===== src/rtl/nor_seq_pkg.sv =====
package nor_seq_pkg;

  typedef enum logic [2:0] {
    OP_READ_ID    = 3'd0,
    OP_QUERY      = 3'd1,
    OP_RESET      = 3'd2,
    OP_PROG       = 3'd3,
    OP_BUFPROG    = 3'd4,
    OP_BLK_ERASE  = 3'd5,
    OP_CHIP_ERASE = 3'd6,
    OP_NONE       = 3'd7
  } nor_op_e;

  typedef enum logic [1:0] {
    ST_IDLE,
    ST_SCRIPT,
    ST_LOAD,
    ST_CONFIRM
  } seq_state_e;

  localparam int STEP_W = 3;

  // command word addresses
  localparam logic [11:0] A_KEY1  = 12'h555;
  localparam logic [11:0] A_KEY2  = 12'h2AA;
  localparam logic [11:0] A_QUERY = 12'h055;
  localparam logic [11:0] A_BASE  = 12'h000;

  // read-back addresses for identifier and query tables
  localparam logic [11:0] A_ID_MFR  = 12'h000;
  localparam logic [11:0] A_ID_DEV1 = 12'h001;
  localparam logic [11:0] A_ID_DEV2 = 12'h00E;
  localparam logic [11:0] A_ID_DEV3 = 12'h00F;
  localparam logic [11:0] A_QTAB    = 12'h010;

  // command codes
  localparam logic [7:0] C_KEY1      = 8'hAA;
  localparam logic [7:0] C_KEY2      = 8'h55;
  localparam logic [7:0] C_AUTOSEL   = 8'h90;
  localparam logic [7:0] C_WORDPROG  = 8'hA0;
  localparam logic [7:0] C_ERASE_SET = 8'h80;
  localparam logic [7:0] C_ERASE_BLK = 8'h30;
  localparam logic [7:0] C_ERASE_ALL = 8'h10;
  localparam logic [7:0] C_QUERY     = 8'h98;
  localparam logic [7:0] C_READ_ARR  = 8'hF0;
  localparam logic [7:0] C_BUF_LOAD  = 8'h25;
  localparam logic [7:0] C_BUF_GO    = 8'h29;

endpackage


===== src/rtl/nor_seq_script.sv =====
module nor_seq_script
  import nor_seq_pkg::*;
#(
  parameter int ADDR_W = 24,
  parameter int DATA_W = 16,
  parameter int CNT_W  = 8
) (
  input  nor_op_e             op,
  input  logic [STEP_W-1:0]   idx,
  input  logic [ADDR_W-1:0]   tgt_addr,
  input  logic [DATA_W-1:0]   wr_word,
  input  logic [CNT_W-1:0]    cnt,
  output logic                s_rd,
  output logic [ADDR_W-1:0]   s_addr,
  output logic [DATA_W-1:0]   s_data,
  output logic                s_last
);

  logic [11:0] a12;
  logic [7:0]  d8;
  logic        use_tgt;
  logic        use_word;
  logic        use_cnt;

  always_comb begin
    a12      = A_BASE;
    d8       = 8'h00;
    s_rd     = 1'b0;
    s_last   = 1'b0;
    use_tgt  = 1'b0;
    use_word = 1'b0;
    use_cnt  = 1'b0;
    case (op)
      OP_READ_ID: begin
        case (idx)
          3'd0: begin a12 = A_KEY1; d8 = C_KEY1; end
          3'd1: begin a12 = A_KEY2; d8 = C_KEY2; end
          3'd2: begin a12 = A_KEY1; d8 = C_AUTOSEL; end
          3'd3: begin a12 = A_ID_MFR;  s_rd = 1'b1; end
          3'd4: begin a12 = A_ID_DEV1; s_rd = 1'b1; end
          3'd5: begin a12 = A_ID_DEV2; s_rd = 1'b1; end
          default: begin a12 = A_ID_DEV3; s_rd = 1'b1; s_last = 1'b1; end
        endcase
      end
      OP_QUERY: begin
        case (idx)
          3'd0: begin a12 = A_QUERY; d8 = C_QUERY; end
          3'd1: begin a12 = A_QTAB;          s_rd = 1'b1; end
          3'd2: begin a12 = A_QTAB + 12'd1;  s_rd = 1'b1; end
          3'd3: begin a12 = A_QTAB + 12'd2;  s_rd = 1'b1; end
          default: begin a12 = A_QTAB + 12'd3; s_rd = 1'b1; s_last = 1'b1; end
        endcase
      end
      OP_RESET: begin
        a12    = A_BASE;
        d8     = C_READ_ARR;
        s_last = 1'b1;
      end
      OP_PROG: begin
        case (idx)
          3'd0: begin a12 = A_KEY1; d8 = C_KEY1; end
          3'd1: begin a12 = A_KEY2; d8 = C_KEY2; end
          3'd2: begin a12 = A_KEY1; d8 = C_WORDPROG; end
          default: begin use_tgt = 1'b1; use_word = 1'b1; s_last = 1'b1; end
        endcase
      end
      OP_BUFPROG: begin
        case (idx)
          3'd0: begin a12 = A_KEY1; d8 = C_KEY1; end
          3'd1: begin a12 = A_KEY2; d8 = C_KEY2; end
          3'd2: begin use_tgt = 1'b1; d8 = C_BUF_LOAD; end
          default: begin use_tgt = 1'b1; use_cnt = 1'b1; s_last = 1'b1; end
        endcase
      end
      OP_BLK_ERASE, OP_CHIP_ERASE: begin
        case (idx)
          3'd0: begin a12 = A_KEY1; d8 = C_KEY1; end
          3'd1: begin a12 = A_KEY2; d8 = C_KEY2; end
          3'd2: begin a12 = A_KEY1; d8 = C_ERASE_SET; end
          3'd3: begin a12 = A_KEY1; d8 = C_KEY1; end
          3'd4: begin a12 = A_KEY2; d8 = C_KEY2; end
          default: begin
            s_last = 1'b1;
            if (op == OP_BLK_ERASE) begin
              use_tgt = 1'b1;
              d8      = C_ERASE_BLK;
            end else begin
              a12 = A_KEY1;
              d8  = C_ERASE_ALL;
            end
          end
        endcase
      end
      default: begin
        s_last = 1'b1;
      end
    endcase
  end

  assign s_addr = use_tgt ? tgt_addr : ADDR_W'(a12);
  assign s_data = use_word ? wr_word :
                  use_cnt  ? DATA_W'(cnt - CNT_W'(1)) : DATA_W'(d8);

endmodule


===== src/rtl/nor_seq_ctrl.sv =====
module nor_seq_ctrl
  import nor_seq_pkg::*;
#(
  parameter int ADDR_W  = 24,
  parameter int DATA_W  = 16,
  parameter int CNT_W   = 8,
  parameter int BUF_MAX = 16
) (
  input  logic                clk,
  input  logic                rst_n,
  input  logic                req_valid,
  output logic                req_ack,
  input  logic [2:0]          req_op,
  input  logic [ADDR_W-1:0]   req_addr,
  input  logic [DATA_W-1:0]   req_data,
  input  logic [CNT_W-1:0]    req_count,
  input  logic                wdat_valid,
  output logic                wdat_ready,
  input  logic [DATA_W-1:0]   wdat_data,
  output logic                busy,
  output logic                err,
  // script decoder link
  output nor_op_e             op_q,
  output logic [STEP_W-1:0]   step_q,
  output logic [ADDR_W-1:0]   addr_q,
  output logic [DATA_W-1:0]   data_q,
  output logic [CNT_W-1:0]    cnt_q,
  input  logic                s_rd,
  input  logic [ADDR_W-1:0]   s_addr,
  input  logic [DATA_W-1:0]   s_data,
  input  logic                s_last,
  // flash strobe bus
  output logic                bus_we,
  output logic                bus_re,
  output logic [ADDR_W-1:0]   bus_addr,
  output logic [DATA_W-1:0]   bus_wdata
);

  localparam logic [CNT_W-1:0] CNT_LIMIT = CNT_W'(BUF_MAX);

  seq_state_e        state;
  logic [CNT_W-1:0]  load_idx;
  logic [CNT_W-1:0]  last_idx;
  logic              err_q;
  nor_op_e           op_in;
  logic              req_bad;

  assign op_in    = nor_op_e'(req_op);
  assign req_bad  = (op_in == OP_NONE) ||
                    ((op_in == OP_BUFPROG) &&
                     ((req_count == '0) || (req_count > CNT_LIMIT)));
  assign req_ack    = (state == ST_IDLE) && req_valid;
  assign busy       = (state != ST_IDLE);
  assign err        = err_q;
  assign wdat_ready = (state == ST_LOAD);
  assign last_idx   = cnt_q - CNT_W'(1);

  always_ff @(posedge clk or negedge rst_n) begin
    if (!rst_n) begin
      state    <= ST_IDLE;
      op_q     <= OP_NONE;
      step_q   <= '0;
      addr_q   <= '0;
      data_q   <= '0;
      cnt_q    <= '0;
      load_idx <= '0;
      err_q    <= 1'b0;
    end else begin
      err_q <= 1'b0;
      case (state)
        ST_IDLE: begin
          if (req_valid) begin
            if (req_bad) begin
              err_q <= 1'b1;
            end else begin
              op_q   <= op_in;
              addr_q <= req_addr;
              data_q <= req_data;
              cnt_q  <= req_count;
              step_q <= '0;
              state  <= ST_SCRIPT;
            end
          end
        end
        ST_SCRIPT: begin
          if (s_last) begin
            load_idx <= '0;
            state    <= (op_q == OP_BUFPROG) ? ST_LOAD : ST_IDLE;
          end else begin
            step_q <= step_q + STEP_W'(1);
          end
        end
        ST_LOAD: begin
          if (wdat_valid) begin
            if (load_idx == last_idx) state <= ST_CONFIRM;
            else load_idx <= load_idx + CNT_W'(1);
          end
        end
        default: begin
          state <= ST_IDLE;
        end
      endcase
    end
  end

  // bus source select: script step, streamed word, or closing confirm
  always_comb begin
    bus_we    = 1'b0;
    bus_re    = 1'b0;
    bus_addr  = '0;
    bus_wdata = '0;
    case (state)
      ST_SCRIPT: begin
        bus_we    = !s_rd;
        bus_re    = s_rd;
        bus_addr  = s_addr;
        bus_wdata = s_data;
      end
      ST_LOAD: begin
        bus_we    = wdat_valid;
        bus_addr  = addr_q + ADDR_W'(load_idx);
        bus_wdata = wdat_data;
      end
      ST_CONFIRM: begin
        bus_we    = 1'b1;
        bus_addr  = addr_q + ADDR_W'(last_idx);
        bus_wdata = DATA_W'(C_BUF_GO);
      end
      default: ;
    endcase
  end

  p_refuse_busy_r10: assert property (@(posedge clk) disable iff (!rst_n)
    busy |-> !req_ack);

  p_one_strobe_r12: assert property (@(posedge clk) disable iff (!rst_n)
    !(bus_we && bus_re));

  p_reject_quiet_r11: assert property (@(posedge clk) disable iff (!rst_n)
    err |-> (!busy && !bus_we && !bus_re));

  p_unlock_lead_r1: assert property (@(posedge clk) disable iff (!rst_n)
    (state == ST_SCRIPT && step_q == '0 &&
     op_q inside {OP_READ_ID, OP_PROG, OP_BUFPROG, OP_BLK_ERASE, OP_CHIP_ERASE})
    |-> (bus_we && bus_wdata == DATA_W'(C_KEY1) && bus_addr == ADDR_W'(A_KEY1)));

  p_ready_in_load_r9: assert property (@(posedge clk) disable iff (!rst_n)
    wdat_ready |-> busy);

  p_stall_quiet_r9: assert property (@(posedge clk) disable iff (!rst_n)
    (wdat_ready && !wdat_valid) |-> !bus_we);

  p_confirm_follows_load_r8: assert property (@(posedge clk) disable iff (!rst_n)
    (state == ST_CONFIRM) |-> $past(wdat_ready && wdat_valid));

endmodule


===== src/rtl/nor_seq_rdcap.sv =====
module nor_seq_rdcap #(
  parameter int DATA_W = 16
) (
  input  logic              clk,
  input  logic              rst_n,
  input  logic              bus_re,
  input  logic [DATA_W-1:0] bus_rdata,
  output logic              rd_valid,
  output logic [DATA_W-1:0] rd_data
);

  always_ff @(posedge clk or negedge rst_n) begin
    if (!rst_n) begin
      rd_valid <= 1'b0;
      rd_data  <= '0;
    end else begin
      rd_valid <= bus_re;
      if (bus_re) rd_data <= bus_rdata;
    end
  end

  p_result_after_read_r2: assert property (@(posedge clk) disable iff (!rst_n)
    rd_valid |-> $past(bus_re));

endmodule


===== src/rtl/nor_cmd_seq.sv =====
module nor_cmd_seq
  import nor_seq_pkg::*;
#(
  parameter int ADDR_W  = 24,
  parameter int DATA_W  = 16,
  parameter int CNT_W   = 8,
  parameter int BUF_MAX = 16
) (
  input  logic              clk,
  input  logic              rst_n,
  input  logic              req_valid,
  output logic              req_ack,
  input  logic [2:0]        req_op,
  input  logic [ADDR_W-1:0] req_addr,
  input  logic [DATA_W-1:0] req_data,
  input  logic [CNT_W-1:0]  req_count,
  input  logic              wdat_valid,
  output logic              wdat_ready,
  input  logic [DATA_W-1:0] wdat_data,
  output logic              busy,
  output logic              err,
  output logic              bus_we,
  output logic              bus_re,
  output logic [ADDR_W-1:0] bus_addr,
  output logic [DATA_W-1:0] bus_wdata,
  input  logic [DATA_W-1:0] bus_rdata,
  output logic              rd_valid,
  output logic [DATA_W-1:0] rd_data
);

  nor_op_e           op_q;
  logic [STEP_W-1:0] step_q;
  logic [ADDR_W-1:0] addr_q;
  logic [DATA_W-1:0] data_q;
  logic [CNT_W-1:0]  cnt_q;
  logic              s_rd;
  logic [ADDR_W-1:0] s_addr;
  logic [DATA_W-1:0] s_data;
  logic              s_last;

  nor_seq_ctrl #(
    .ADDR_W(ADDR_W), .DATA_W(DATA_W), .CNT_W(CNT_W), .BUF_MAX(BUF_MAX)
  ) u_ctrl (
    .clk(clk), .rst_n(rst_n),
    .req_valid(req_valid), .req_ack(req_ack), .req_op(req_op),
    .req_addr(req_addr), .req_data(req_data), .req_count(req_count),
    .wdat_valid(wdat_valid), .wdat_ready(wdat_ready), .wdat_data(wdat_data),
    .busy(busy), .err(err),
    .op_q(op_q), .step_q(step_q), .addr_q(addr_q), .data_q(data_q), .cnt_q(cnt_q),
    .s_rd(s_rd), .s_addr(s_addr), .s_data(s_data), .s_last(s_last),
    .bus_we(bus_we), .bus_re(bus_re), .bus_addr(bus_addr), .bus_wdata(bus_wdata)
  );

  nor_seq_script #(
    .ADDR_W(ADDR_W), .DATA_W(DATA_W), .CNT_W(CNT_W)
  ) u_script (
    .op(op_q), .idx(step_q), .tgt_addr(addr_q), .wr_word(data_q), .cnt(cnt_q),
    .s_rd(s_rd), .s_addr(s_addr), .s_data(s_data), .s_last(s_last)
  );

  nor_seq_rdcap #(
    .DATA_W(DATA_W)
  ) u_rdcap (
    .clk(clk), .rst_n(rst_n), .bus_re(bus_re), .bus_rdata(bus_rdata),
    .rd_valid(rd_valid), .rd_data(rd_data)
  );

endmodule


===== config.mk =====
export PLATFORM = sky130hd
export DESIGN_NAME = nor_cmd_seq
export DESIGN_NICKNAME = d
export VERILOG_FILES = /design/src/rtl/nor_seq_pkg.sv /design/src/rtl/nor_seq_script.sv /design/src/rtl/nor_seq_ctrl.sv /design/src/rtl/nor_seq_rdcap.sv /design/src/rtl/nor_cmd_seq.sv
export SDC_FILE = /design/constraint.sdc
export NUM_CORES = 1
export LEC_CHECK = 0
export BUFFER_PORTS_ARGS = -buffer_cell sky130_fd_sc_hd__buf_2
export CAP_MARGIN = 30
export CORE_MARGIN = 5
export CORE_UTILIZATION = 50
export CTS_CLUSTER_DIAMETER = 40
export CTS_CLUSTER_SIZE = 28
export DETAILED_ROUTE_END_ITERATION = 12
export GPL_ROUTABILITY_DRIVEN = 0
export PLACE_DENSITY = 0.76
export SETUP_SLACK_MARGIN = 0.05
export SLEW_MARGIN = 20
export SYNTH_ARGS = -nofsm -noshare
export SYNTH_HDL_FRONTEND = slang
export SYNTH_HIERARCHICAL = 1
export SYNTH_SLANG_ARGS = --single-unit

===== constraint.sdc =====
create_clock -name clk -period 3.9 [get_ports clk]
set_input_delay 0.78 -clock clk [delete_from_list [all_inputs] [get_ports clk]]
set_output_delay 0.78 -clock clk [all_outputs]
set_load 0.005 [all_outputs]

======== Word-level counts from Yosys, hierarchy flattened ========
Cells that the tools add are included.
Widths: inputs -> output; s select.
storage, ports and cells
  register bits ........................... 82
  word-level logic and storage cells ...... 121
  output and inout bits ................... 63
cells by class
  reductions and logical operators ........ 27
  add/sub/neg operators ................... 6
  equality and inequality tests ........... 24
  bitwise gates (word level) .............. 1
  muxes and demuxes ....................... 52
  magnitude comparators ................... 1
operators with widths
  kind                 count
  $pmux 8 s3           4
  $pmux 24 s3          1
  $pmux 12 s5          1
  $pmux 11 s5          1
  $add 24x8->24        2
  $pmux 16 s3          1
  $pmux 8 s6           1
  $pmux 11 s2          2
  $mux 16              2
  $mux 8               4
  $pmux 7 s4           1
  $mux 24              1
  $pmux 12 s2          1
  $eq 3x3->1 const B   7
  $pmux 8 s2           1
  $mux 1               14
  $eq 3x2->1 const B   4
  $mux 2               6
  $ne 2x2->1 const B   6
  $reduce_or 2->1      6
  $mux 11              1
  $mux 3               3
  $sub 8x1->9 const B  1
  $add 8x1->8 const B  1
  29 further kinds     39

======== Longest topological paths before layout ========
Gate-level depths: netlist (run 1).
  depth after elaboration ................. 7
  depth in mapped cells ................... 14
  mapped depth without buffers ............ 13

======== By module ========
The synthesis (run 1) kept the hierarchy.
modules (own cells, without submodules)
  module          area each (µm²)  cells each  seq. area each (µm²)  times used
  nor_seq_ctrl    4108.9           421         1630.3                1
  nor_seq_script  1327.5           199         0.0                   1
  nor_seq_rdcap   674.4            35          425.4                 1

======== Least setup slack after synthesis (run 1) ========
Ideal clock, no wire load.
  path type ............................... flip-flop to output port
  start point ............................. reg u_ctrl.cnt_q[3]
  end point ............................... out bus_addr[23]
  path buffers ............................ 2
  arrival time ............................ 2.867 ns
  data required time ...................... 3.120 ns
  slack ................................... 0.253 ns
  stages on the path, launching flop included .. 15
  path through ............................ dfrtp_1 buf_6 nor4_4 nand3b_1 xor2_1 a21oi_1 ha_1 o2111a_1 and3_1 and3_1 clkbuf_1 and3_1 nand4_1 xor2_1 o21ai_0
on the way
  word-level cells in the longest chain between the ends .. 3
ends and longest elaborated chain
  element                   line                 source
  start: declaration        nor_seq_ctrl.sv:27   output logic [CNT_W-1:0] cnt_q,
  start signal: assignment  nor_seq_ctrl.sv:79   cnt_q <= req_count;
  $sub 8x1->8               nor_seq_ctrl.sv:56   assign last_idx = cnt_q - CNT_W'(1);
  $add 24x8->24             nor_seq_ctrl.sv:126  bus_addr = addr_q + ADDR_W'(last_idx);
  $pmux 24 s3               nor_seq_ctrl.sv:112  case (state)
  end: declaration          nor_cmd_seq.sv:24    output logic [ADDR_W-1:0] bus_addr,
Every way passes these cells.

======== Worst setup path after layout (run 1) ========
  start point ............................. reg u_ctrl.cnt_q[0]
  end point ............................... out bus_addr[23]
The elaborated chain is that of the path after synthesis.

==> results.txt, run 1 <==
drt drc: 0
DRT iter0 DRCs: 486
# rows: 40
Leak: 3.538 nW
GRT Residual Overflow: 0
max-cap violation count: 0
nets: 918
failing checks: setup timing
I/O pins: 150
syn_area_per_cell: 9.330 um^2
Critical Path Sink Type: primary output
total track usage: 25.05%
P&R area growth vs syn: 25.31%
antenna violations before repair: 0
FFs w/ async S/R, synth: 100.0%
PnR worst setup slack: -0.1187 ns
root buf cell: clkbuf_16
clock slew at reported path FFs: 0.06 ns
synth warn: 6
Initial Util: 50.88%
startpoint types: flop
Via density: 5.999
Tcrit/Tclk final: 103.0%
Worst Path Buf+Inv: 1
Tot Pwr: 0.006410 W
worst vdd ir: 0.3806 mV
first-pass detailed-route iteration total: 7
Antenna Nets Post-Route: 0
Clk Latency, worst-skew pair: 0.35 ns
Sink Count: 82
CP max FO: 6
Yosys cell types: 75
share of post-route cells with drive strength above 1: 40.27%
first-pass GRT wire length: 29110 um
Arrival @ worst endpoint: 3.24 ns
# setup viols final: 8
Least-Margin Pin Slew: 0.9316 ns
Worst Skew: 0.007860 ns
Worst path slowest cell: dfrtp_1
Largest delay share family, worst path: simple AND/OR/NAND/NOR gates
Net Count, Synth: 756
number of fill cells: 979
Worst EP required: 3.12 ns
area of the multi-input gates: 3904 um^2
reg2reg setup slack: 0.75 ns
core box area: 12010 um^2
die area: 14530 um^2
register area share after synthesis: 33.64%
Critical Path, Cell by Cell: nor2_1 > nand3b_1 > xor2_1 > a21oi_2 > ha_4 > o2111a_1 > and3_4 > and3_4 > and3_4 > nand4_1 > xor2_1 > o21ai_1 > buf_2
status: finished with violations
kind of critical path: flop to primary output
post-layout util: 63.75%
H-tree depth: 3
final-report hold violation count: 0
storage element area: 2056 um^2
Die W: 120.6 um
worst min path class: input port to async pin
total routed wirelength: 18550 um
synthesized flop and latch total: 82
minimum clock period: 4.019 ns
via count: 5813
largest net degree at the start of global routing: 55
PwrDens: 837.1 nW/um^2
DP HPWL: 12880 um
Sum Neg Setup Slack: -0.5541 ns
mapped cell area: 6111 um^2
clk buf depth: 2
crit-path most repeated cell: and3_4
post-DR wirelength/cell: 19.14 um
CTS tree: yes
port bufs: 149
EDFF count, synth: 0
Die Y: 120.6 um
Syn Inst Count: 655
slowest cell delay on critical path: 0.42 ns
pre-CTS setup slack: -0.03381 ns
Max Slew Vio Count: 0
Relative slew margins: 37.89%
vias in the first global route: 5691
Highest Clock Rate: 248.8 MHz
TritonCTS buffer count: 9
RSZ-0062 raised after global routing: true
antenna cells: 0
Main synth FF type: dfrtp_1
## repair_timing
item | CTS | global route
resized for setup | 26 | 25
pin swaps | 13 | 12
setup endpoints to repair | 17 | 19
setup buffers | 14 | 8
hold buffers | 0 | 0
hold endpoints to repair | 0 | 0
## stage by stage
stage | instance area [um^2] | hold slack, ns | std cells
4_1_cts | 7472 | 0.3783 | 961
3_3_place_gp | 6958 | 0.4854 | 930
6_report | 7657 | 0.3699 | 969
2_1_floorplan | 6111 | 0.4670 | 655
3_5_place_dp | 6985 | 0.4888 | 931
5_1_grt | 7657 | 0.3972 | 969
## sequential cells by signal, indices dropped and copies added (netlist names)
name / cells
u_rdcap/rd_data: 16
u_ctrl/cnt_q: 8
u_ctrl/step_q: 3
u_ctrl/state: 2
u_ctrl/load_idx: 8
u_ctrl/err: 1
u_ctrl/addr_q: 24
u_ctrl/data_q: 16
u_rdcap/rd_valid: 1
u_ctrl/op_q: 3
## worst reg2reg max path, cell delays in order (launching register included)
cell	delay, ns
dfrtp_1	0.95
a21o_4	0.26
nand2_1	0.06
o21a_1	0.18
o221ai_1	0.40
nor3_1	0.15
a21oi_1	0.24
nand2_1	0.11
or4b_1	0.53
mux2i_1	0.14
## layout by cell type, fill, tap and decap left out, drive strengths merged, types with 16 or more instances in the layout
cell   count
a21oi     32
o21ai     39
and2      16
mux2      68
xnor2     31
a22o      16
buf      195
a21o      16
nor2      40
nand2     58
inv       27
dfrtp     79
## cells by family after synthesis
| group | Yosys count | synth area share (%) |
|---|---|---|
| flip-flops | 82 | 33.64 |
| buffers and inverters | 72 | 6.020 |
| AO/OA/AOI/OAI | 173 | 19.76 |
| AND/OR/NAND/NOR | 193 | 16.71 |
| adder cells (fa/ha/maj) | 15 | 3.153 |
| multiplexers | 74 | 14.13 |
| XOR/XNOR | 46 | 6.593 |
## cell type report
class                      instances  share of cell area [%]
multi-input combinational        501                   50.98
inverter                          28                   1.389
clock buffer                      12                   3.350
timing repair buffer             195                   14.69
clock inverter                     4                  0.3431
sequential                        82                   26.85
tap                              147                   2.402
## final timing paths
path,cells after the start,end,start
min in group clk,1,u_rdcap/rd_data[0],u_rdcap/rd_data[0]
setup reg to reg,9,u_ctrl/load_idx[4],u_ctrl/step_q[0]
hold reg to reg,1,u_rdcap/rd_data[0],u_rdcap/rd_data[0]
max in group asynchronous,2,u_rdcap/rd_data[15],rst_n
setup / recovery,13,bus_addr[23],u_ctrl/cnt_q[0]
hold / removal,1,u_ctrl/data_q[5],rst_n
## layer usage
| metal | vias up | track usage, % | part of all wire, % |
|---|---|---|---|
| li1 | 2684 | - | - |
| met1 | 2782 | 32.84 | 42 |
| met2 | 293 | 39.33 | 46 |
| met3 | 54 | 6.314 | 8.4 |
| met4 | 0 | 10.76 | 3.3 |
| met5 | - | 0 | 0 |
## power breakdown
part	internal (W)	switching, W
Sequential	0.00126	0.000555
Clock	0.000465	0.000355
Combinational	0.00186	0.00192
Total	0.00358	0.00283
## Yosys cell counts, drive strengths merged (4+ instances only)
cell / instances / share of area [%]
xnor2: 31 / 4.4
nand4: 6 / 0.61
buf: 31 / 3.5
nand2b: 11 / 1.1
clkbuf: 13 / 0.80
a21oi: 32 / 2.6
a32oi: 4 / 0.57
o2bb2ai: 4 / 0.57
nand3: 10 / 0.90
o22ai: 5 / 0.51
and3: 8 / 0.90
nor3: 10 / 0.82
nor3b: 4 / 0.49
and2: 16 / 1.6
nor2b: 7 / 0.72
nor2: 40 / 2.5
o21a: 4 / 0.49
xor2: 15 / 2.1
a211oi: 6 / 0.74
a21o: 16 / 2.2
ha: 13 / 2.7
inv: 27 / 1.7
mux2i: 6 / 0.98
o211ai: 7 / 0.86
o21ai: 39 / 3.2
nand2: 58 / 3.6
a31oi: 9 / 0.92
dfrtp: 79 / 32
mux2: 68 / 13
nor4: 6 / 1.2
a22o: 16 / 2.3
No activity file was read; power rests on OpenSTA's default activity.
==> inputs of run 2 (changes only) <==
--- a/config.mk
+++ b/config.mk
@@ -5,15 +5,15 @@
 export SDC_FILE = /design/constraint.sdc
 export NUM_CORES = 1
 export LEC_CHECK = 0
-export BUFFER_PORTS_ARGS = -buffer_cell sky130_fd_sc_hd__buf_2
+export BUFFER_PORTS_ARGS = -buffer_cell sky130_fd_sc_hd__clkbuf_2
 export CAP_MARGIN = 30
 export CORE_MARGIN = 5
-export CORE_UTILIZATION = 50
+export CORE_UTILIZATION = 49
 export CTS_CLUSTER_DIAMETER = 40
 export CTS_CLUSTER_SIZE = 28
 export DETAILED_ROUTE_END_ITERATION = 12
 export GPL_ROUTABILITY_DRIVEN = 0
-export PLACE_DENSITY = 0.76
+export PLACE_DENSITY = 0.77
 export SETUP_SLACK_MARGIN = 0.05
 export SLEW_MARGIN = 20
 export SYNTH_ARGS = -nofsm -noshare
==> constraint.sdc (replaced) <==
create_clock -name clk -period 3.27 [get_ports clk]
set_input_delay 0.654 -clock clk [delete_from_list [all_inputs] [get_ports clk]]
set_output_delay 0.654 -clock clk [all_outputs]
set_load 0.005 [all_outputs]
==> run 2 against run 1 <==
- the flow still finishes with violations (setup timing)
- clock-buffer cell count unchanged
- clock skew up 0.0032 ns
- hold slack better by 0.012 ns
- die area up 1.9%
- utilization up 3.9 points
- critical path depth unchanged
- register-to-register slack worse by 0.25 ns
- largest cell class unchanged
==> results.txt, run 2 (synthesis results as in run 1) <==
status: finished with violations
failing checks: setup timing
Least-Margin Pin Slew: 0.8331 ns (-0.09850 ns)
first-pass GRT wire length: 31820 um (+9.3%)
# rows: 40 (unchanged)
PnR worst setup slack: -0.5487 ns (-0.4299 ns)
DRT iter0 DRCs: 761 (+57%)
CTS tree: yes
DP HPWL: 13790 um (+7.0%)
Sink Count: 82 (unchanged)
vias in the first global route: 6327 (+11%)
hold_buf cts: 0 (unchanged)
worst r2r src: u_ctrl/op_q[2]
RSZ-0062 raised after global routing: true
TritonCTS buffer count: 9 (unchanged)
number of fill cells: 900 (-8.1%)
post-layout util: 67.62% (+3.9 points)
Arrival @ worst endpoint: 3.16 ns (-0.08 ns)
final-report hold violation count: 0 (unchanged)
CP max FO: 7 (+1)
share of post-route cells with drive strength above 1: 45.65% (+5.4 points)
Highest Clock Rate: 261.9 MHz
Largest Register: u_ctrl/addr_q
most common cell after layout, fill and taps aside: clkbuf_2
Die Y: 121.7 um (+0.93%)
worst vdd ir: 0.4599 mV (+21%)
Post-Place Cells: 992 (+6.6%)
# setup viols final: 20 (+12)
max reg flops: 24 (unchanged)
clock slew at reported path FFs: 0.06 ns (about the same)
root buf cell: clkbuf_16
Finished Layout Cells: 1031 (+6.4%)
P&R area growth vs syn: 34.03%
PwrDens: 1034 nW/um^2 (+24%)
Tcrit/Tclk final: 116.8%
antenna cells: 0 (unchanged)
via count: 6202 (+6.7%)
port bufs: 149 (unchanged)
H-tree depth: 3 (unchanged)
first-pass detailed-route iteration total: 6 (-1)
Initial Util: 50.45% (-0.42 points)
drt drc: 0 (unchanged)
largest net degree at the start of global routing: 62 (+13%)
Top Registers: u_ctrl/addr_q: 24 flops, u_ctrl/data_q: 16 flops, u_rdcap/rd_data: 16 flops
Via density: 6.016 (+0.28%)
Antenna Nets Post-Route: 0 (unchanged)
commonest non-fill, non-tap cells in the layout: clkbuf_2 (137), buf_4 (81), dfrtp_1 (76), mux2_2 (57), nand2_1 (53)
I/O pins: 150 (unchanged)
total track usage: 26.89% (+1.8 points)
Die W: 121.7 um (+0.93%)
Max Slew Vio Count: 0 (unchanged)
GRT Residual Overflow: 0 (unchanged)
CP Launch Point: u_ctrl/cnt_q[5]
Clk Latency, worst-skew pair: 0.36 ns (about the same)
die area: 14800 um^2 (+1.9%)
antenna violations before repair: 0 (unchanged)
clk buf depth: 2 (unchanged)
max-cap violation count: 0 (unchanged)
minimum clock period: 3.819 ns
Relative slew margins: 44.46% (+6.6 points)
Worst Skew: 0.01110 ns (+0.003239 ns)
kind of critical path: flop to primary output
Critical Path Sink Type: primary output
Worst EP required: 2.62 ns (-0.50 ns)
total routed wirelength: 20190 um (+8.9%)
post-DR wirelength/cell: 19.58 um (+2.3%)
worst min path class: input port to async pin
nets: 959 (+4.5%)
core box area: 12110 um^2 (+0.83%)
startpoint types: flop
Leak: 3.782 nW (+6.9%)
==> run 2: cell types whose count changed in the layout (fill, tap and decap cells not counted), sizes merged <==
cell / delta
buf: -97
clkinv: -1
bufinv: +2
clkbuf: +138
clkinvlp: -1
==> run 2: layout make-up <==
| cell class | instances | area (um^2) | area share [%] |
|---|---|---|---|
| flip-flops and latches | 82 | 2071 | 25.28 |
| clock inverters | 4 | 73.82 | 0.9013 |
| repair buffers | 236 | 1441 | 17.60 |
| multi-input cells | 501 | 4031 | 49.22 |
| clock buffers | 12 | 256.5 | 3.132 |
| inverters | 28 | 106.4 | 1.299 |
| well taps | 168 | 210.2 | 2.566 |
==> run 2: worst max-delay path: stages (launching register included) <==
cell and delay (ns):
dfrtp_1 0.40, nor4_4 0.29, nand3b_1 0.12, xor2_1 0.16
a21oi_2 0.23, ha_4 0.25, o2111a_1 0.25, and3_4 0.19
and3_4 0.20, and3_4 0.18, nand3_1 0.11, xor2_1 0.19
o21ai_1 0.08, buf_2 0.15
==> run 2: worst paths after layout <==
kind	end	slack, ns	cells after the start
setup / recovery	bus_addr[21]	-0.55	13
hold / removal	u_ctrl/addr_q[12]	0.38	1
setup reg to reg	u_ctrl/load_idx[4]	0.50	9
hold reg to reg	u_ctrl/data_q[1]	0.50	1
max in group asynchronous	u_ctrl/op_q[1]	2.06	2
min in group clk	u_ctrl/data_q[1]	0.50	1
==> run 2: timing repair <==
| action | CTS | global route |
|---|---|---|
| gates resized for setup | 52 | 34 |
| setup buffers | 13 | 12 |
| setup endpoints to repair | 24 | 35 |
| pin swaps | 33 | 17 |
==> run 2: routing by layer <==
metal	GRT usage (%)	part of all wire [%]
met3	5.896	8.7
met5	0	0
met1	34.30	41
met2	43.42	47
met4	12.75	3.5
==> run 2: per-stage QoR <==
stage	hold WS, ns	total power (W)	instance area (um^2)	setup WS (ns)	TNS, ns
floorplan	0.3584	0.004905	6157	-0.1633	-0.7320
global placement	0.4911	0.006433	7352	-0.2028	-1.808
detailed placement	0.4909	0.006593	7352	-0.2574	-3.385
CTS	0.4183	0.008059	7995	-0.5244	-6.567
global route	0.4699	0.008933	8190	-0.6974	-10.62
finish	0.3821	0.008470	8190	-0.5487	-7.780
==> run 2: power by group <==
group / switching [W] / total (W) / internal, W
combinational: 0.00270 / 0.00525 / 0.00255
sequential: 0.000554 / 0.00207 / 0.00151
clock: 0.000437 / 0.00115 / 0.000711
total: 0.00369 / 0.00847 / 0.00478
